<file path="src/rtl/rtc_pkg.sv">
package rtc_pkg;
  localparam int OFF_W = 8;
  localparam logic [OFF_W-1:0] OFF_HI   = 8'h00;
  localparam logic [OFF_W-1:0] OFF_LO   = 8'h04;
  localparam logic [OFF_W-1:0] OFF_CTRL = 8'h08;

  typedef enum logic [1:0] {
    REG_HI   = 2'd0,
    REG_LO   = 2'd1,
    REG_CTRL = 2'd2,
    REG_NONE = 2'd3
  } rtc_reg_e;
endpackage

</file>
<file path="src/rtl/rtc_regdec.sv">
module rtc_regdec
  import rtc_pkg::*;
(
  input  logic [OFF_W-1:0] off,
  input  logic             sel,
  input  logic             we,
  output rtc_reg_e         which,
  output logic             wr_hi,
  output logic             wr_lo,
  output logic             wr_ctrl,
  output logic             rd
);
  always_comb begin
    case (off)
      OFF_HI:   which = REG_HI;
      OFF_LO:   which = REG_LO;
      OFF_CTRL: which = REG_CTRL;
      default:  which = REG_NONE;
    endcase
  end

  assign wr_hi   = sel & we & (which == REG_HI);
  assign wr_lo   = sel & we & (which == REG_LO);
  assign wr_ctrl = sel & we & (which == REG_CTRL);
  assign rd      = sel & ~we;
endmodule

</file>
<file path="src/rtl/rtc_guard.sv">
module rtc_guard (
  input  logic       clk,
  input  logic       rst,
  input  logic       wr_ctrl,
  input  logic       ctrl_bit,
  input  logic       wr_hi,
  input  logic       wr_lo,
  output logic       en_q,
  output logic [1:0] lane_ld
);
  // lane 1 = upper half, lane 0 = lower half
  assign lane_ld = {wr_hi & en_q, wr_lo & en_q};

  always_ff @(posedge clk) begin
    if (rst)           en_q <= 1'b0;
    else if (wr_ctrl)  en_q <= ctrl_bit;
    else if (lane_ld[1]) en_q <= 1'b0;
  end
endmodule

</file>
<file path="src/rtl/rtc_counter.sv">
module rtc_counter #(
  parameter int LANE_W = 16,
  parameter int LANES  = 2
) (
  input  logic                    clk,
  input  logic                    rst,
  input  logic                    preset_load,
  input  logic [LANE_W*LANES-1:0] preset_value,
  input  logic                    tick,
  input  logic [LANES-1:0]        lane_ld,
  input  logic [LANE_W-1:0]       wdata,
  output logic [LANE_W*LANES-1:0] count_q
);
  localparam int CNT_W = LANE_W * LANES;

  logic [CNT_W-1:0] loaded;
  logic [CNT_W-1:0] nxt;

  for (genvar g = 0; g < LANES; g++) begin : g_lane
    assign loaded[g*LANE_W +: LANE_W] = lane_ld[g] ? wdata : count_q[g*LANE_W +: LANE_W];
  end

  always_comb begin
    if (preset_load)   nxt = preset_value;
    else if (|lane_ld) nxt = loaded;
    else if (tick)     nxt = count_q + CNT_W'(1);
    else               nxt = count_q;
  end

  always_ff @(posedge clk) begin
    if (rst) count_q <= '0;
    else     count_q <= nxt;
  end
endmodule

</file>
<file path="src/rtl/sec_rtc.sv">
module sec_rtc
  import rtc_pkg::*;
#(
  parameter int DATA_W = 16,
  parameter int ADDR_W = 16
) (
  input  logic                clk,
  input  logic                rst,
  input  logic                tick_1hz,
  input  logic                preset_load,
  input  logic [2*DATA_W-1:0] preset_value,
  input  logic                bus_sel,
  input  logic                bus_we,
  input  logic [ADDR_W-1:0]   bus_addr,
  input  logic [DATA_W-1:0]   bus_wdata,
  output logic [DATA_W-1:0]   bus_rdata
);
  localparam int CNT_W = 2 * DATA_W;

  logic [OFF_W-1:0] off;
  logic             unused_addr_hi;
  rtc_reg_e         which;
  logic             wr_hi, wr_lo, wr_ctrl, rd;
  logic             en_q;
  logic [1:0]       lane_ld;
  logic [CNT_W-1:0] count_q;
  logic [DATA_W-1:0] rd_mux;

  assign off            = bus_addr[OFF_W-1:0];
  assign unused_addr_hi = ^bus_addr[ADDR_W-1:OFF_W];

  rtc_regdec u_dec (
    .off(off), .sel(bus_sel), .we(bus_we), .which(which),
    .wr_hi(wr_hi), .wr_lo(wr_lo), .wr_ctrl(wr_ctrl), .rd(rd)
  );

  rtc_guard u_guard (
    .clk(clk), .rst(rst), .wr_ctrl(wr_ctrl), .ctrl_bit(bus_wdata[0]),
    .wr_hi(wr_hi), .wr_lo(wr_lo), .en_q(en_q), .lane_ld(lane_ld)
  );

  rtc_counter #(.LANE_W(DATA_W), .LANES(2)) u_cnt (
    .clk(clk), .rst(rst), .preset_load(preset_load), .preset_value(preset_value),
    .tick(tick_1hz), .lane_ld(lane_ld), .wdata(bus_wdata), .count_q(count_q)
  );

  always_comb begin
    case (which)
      REG_HI:  rd_mux = count_q[CNT_W-1:DATA_W];
      REG_LO:  rd_mux = count_q[DATA_W-1:0];
      default: rd_mux = '0;
    endcase
  end

  always_ff @(posedge clk) begin
    if (rst)     bus_rdata <= '0;
    else if (rd) bus_rdata <= rd_mux;
  end
endmodule

</file>
<file path="config.mk">
export PLATFORM = sky130hd
export DESIGN_NAME = sec_rtc
export DESIGN_NICKNAME = d
export VERILOG_FILES = /design/src/rtl/rtc_pkg.sv /design/src/rtl/rtc_regdec.sv /design/src/rtl/rtc_guard.sv /design/src/rtl/rtc_counter.sv /design/src/rtl/sec_rtc.sv
export SDC_FILE = /design/constraint.sdc
export NUM_CORES = 1
export LEC_CHECK = 0
export BUFFER_PORTS_ARGS = -buffer_cell sky130_fd_sc_hd__buf_2
export CAP_MARGIN = 20
export CORE_ASPECT_RATIO = 0.7
export CORE_MARGIN = 4
export CORE_UTILIZATION = 49
export DETAILED_ROUTE_END_ITERATION = 16
export PLACE_DENSITY = 0.77
export SLEW_MARGIN = 20
export SYNTH_ARGS = -nofsm -noshare
export SYNTH_HDL_FRONTEND = slang
export SYNTH_SLANG_ARGS = --single-unit
</file>
<file path="constraint.sdc">
create_clock -name clk -period 1.9 [get_ports clk]
set_input_delay 0 -clock clk [delete_from_list [all_inputs] [get_ports clk]]
set_output_delay 0 -clock clk [all_outputs]
set_load 0.01 [all_outputs]
</file>
==> metrics.yaml <==
die_x_um: 107.7
ant_nets: 0
ios: 86
critPathSlowestCell: "or4_1"
worstPathMaxFanout: 3
ir_drop_mv: 0.3750
crit_family: "simple AND/OR/NAND/NOR gates"
routed_wl_um: 14530
cap_violations: 0
p_leak_nw: 2.000
clock_skew_ns: 0.007443
slew_headroom_pct: 62.94
postPlaceCellArea_um2: 4472
pwr_density_cell_nw_per_um2: 528.8
syn_nets: 509
die-area_um2: 8375
routabilityCongestion: 0.9881
coreArea_um2: 6756
worst_ep_arrival_time_ns: 2.13
hpwl_um: 10940
syn-instance-count: 438
overflow: 0
path_buf_inv: 1
startpoint_type: "register"
antenna_found_initial: 0
critPathKind: "reg2reg"
synth_edf_count: 0
rows: 25
ys_ff_latch: 49
cts_sinks: 49
numPortBuffers: 77
worst_pin_slew_ns: 0.5418
ys_warn_count: 0
crit_path_max_incr_delay_ns: 0.49
period_minus_slack_ns: 1.898
clk_latency_ns: 0.32
seq_area_frac_synth_pct: 28.78
grt_usage_pct: 34.79
vias_per_cell: 6.449
ys_top_cells_by_area: "dfxtp_1, mux2_2, nor2_1, a21oi_1, a22oi_1"
synth_top_area_share_pct: 28.78
grt_max_degree: 28
ctsHtreeMaxLevel: 2
initial_core_util_pct: 50.44
fmax_mhz: 527.0
path_cells: "and4_4 > nand4_1 > buf_4 > or4_1 > and3_1 > o32ai_1"
yosys.area.top_type: "dfxtp_1"
clk_path_buf_depth: 2
path_clk_slew_ns: 0.10
drt_iter0_drc: 515
ys.flop_type: "dfxtp_1"
numCtsBuffers: 5
grt_pass1_wl_um: 22640
grt_pass1_vias: 4214
rsz0062_at_grt: "yes"
post_synth_num_cell_types: 62
final_nets: 656
design_area_um2: 4737
drtPass1Iterations: 5
drive_gt1_share_pct: 39.49
wl_per_cell_um: 21.40
area_delta_synth_final_pct: 38.99
fin_crit_sh_pct: 99.88
status: "complete, no violations"
synthArstFlopShare_pct: 0
cts_tree: "built"
vias: 4379
drcViolationCount: 0
syn_area_um2: 3408
clock-root-buffer: "clkbuf_8"
die_h_um: 77.78
hold_viol: 0
critical_path.endpoint_type: "register"
avgSynthCellArea_um2: 7.781
power_mw: 2.505
finalMaxSlewViolations: 0
diodes: 0
cp.required_ns: 2.13
hold_path_class: "in2reg"
setup_viol: 0
report_power, final:
| group | switching, mW | leakage [nW] | internal, mW |
|---|---|---|---|
| logic | 0.314 | 1.54 | 0.271 |
| registers | 0.0560 | 0.404 | 1.08 |
| clock network | 0.394 | 0.0546 | 0.391 |
through the flow:
| stage | hold slack [ns] | utilization [%] | std cells | setup TNS [ns] | worst slack [ns] |
|---|---|---|---|---|---|
| 2_1_floorplan | 0.1588 | - | 438 | 0 | 0.04097 |
| 3_5_place_dp | 0.2839 | 66.19 | 663 | -1.503 | -0.1733 |
| 6_report | 0.007664 | 70.11 | 679 | 0 | 0.002351 |
| 3_3_place_gp | 0.2748 | 66.19 | 663 | -0.6386 | -0.07589 |
| 5_1_grt | 0.02799 | 70.11 | 679 | -0.1066 | -0.03368 |
| 4_1_cts | 0.0004063 | 69.06 | 678 | -0.008245 | -0.008245 |
worst paths after layout:
kind	start	end	slack (ns)	cells after the start
min	preset_value[0]	u_cnt.count_q[0]	0.008	3
max reg2reg	u_cnt.count_q[12]	u_cnt.count_q[29]	0.002	6
max	u_cnt.count_q[12]	u_cnt.count_q[29]	0.002	6
min reg2reg	bus_rdata[12]	bus_rdata[12]	0.51	2
cell type report:
type	instances	area, um^2
Fill cell	579	2019
Multi-Input combinational cell	338	2275
Sequential cell	49	992.2
Tap cell	94	117.6
Inverter	7	26.28
Clock buffer	5	68.82
Clock inverter	2	38.79
Timing Repair Buffer	184	1219
layout by cell type, fill, tap and decap left out, types with 7 or more instances in the layout:
cell / n
buf_4: 99
buf_2: 77
nor2_1: 42
dfxtp_1: 42
a21oi_1: 31
nand2_1: 30
o21ai_0: 18
a22oi_1: 18
nor3_1: 16
nand3_1: 16
mux2_2: 15
nand4_1: 12
nor4_1: 10
and3_1: 10
a221oi_1: 7
inv_1: 7
o31ai_1: 7
dlygate4sd3_1: 7
per-layer routing:
| layer | wire length (um) | GRT usage (%) | up-vias |
|---|---|---|---|
| li1 | - | - | 1993 |
| met1 | 6233 | 50.74 | 2037 |
| met2 | 5931 | 48.82 | 317 |
| met3 | 2032 | 11.06 | 32 |
| met4 | 335 | 9.584 | 0 |
| met5 | 0 | 0 | - |
cell usage after synthesis, types with 8 or more instances:
cell,n
clkbuf_1,30
a22oi_1,18
mux2_2,15
nand2_1,30
nor2_1,43
and3_1,10
and4_1,8
nor3_1,17
a21oi_1,31
nand3_1,18
o21ai_0,18
nor4_1,11
nand4_1,12
dfxtp_1,49
registers in the layout, indices dropped and copies added (netlist names):
name,flops
u_cnt.count_q,32
bus_rdata,16
u_guard.en_q,1
logic make-up (layout without fill, tap and decap cells):
kind of cell	count (synthesis)	count (layout)	share of synthesized area, %
adder cells (fa/ha/maj)	1	1	0.3670
flip-flops	49	49	28.78
AND/OR/NAND/NOR	175	175	27.90
buffers and inverters	51	198	6.534
XOR/XNOR	2	2	0.5140
AO/OA/AOI/OAI	143	143	30.36
multiplexers	17	17	5.543
worst reg2reg max path, stage by stage (launching register included):
cell	delay, ns
dfxtp_2	0.36
and4_4	0.23
nand4_1	0.15
buf_4	0.18
or4_1	0.49
and3_1	0.18
o32ai_1	0.22
what timing repair did:
item	CTS	global route
hold buffers	7	0
endpoints found under the hold margin	7	0
pin swaps	1	6
endpoints found under the setup margin	10	26
setup buffers	1	1
gates resized for setup	4	19
No activity file was read; power rests on OpenSTA's default activity.
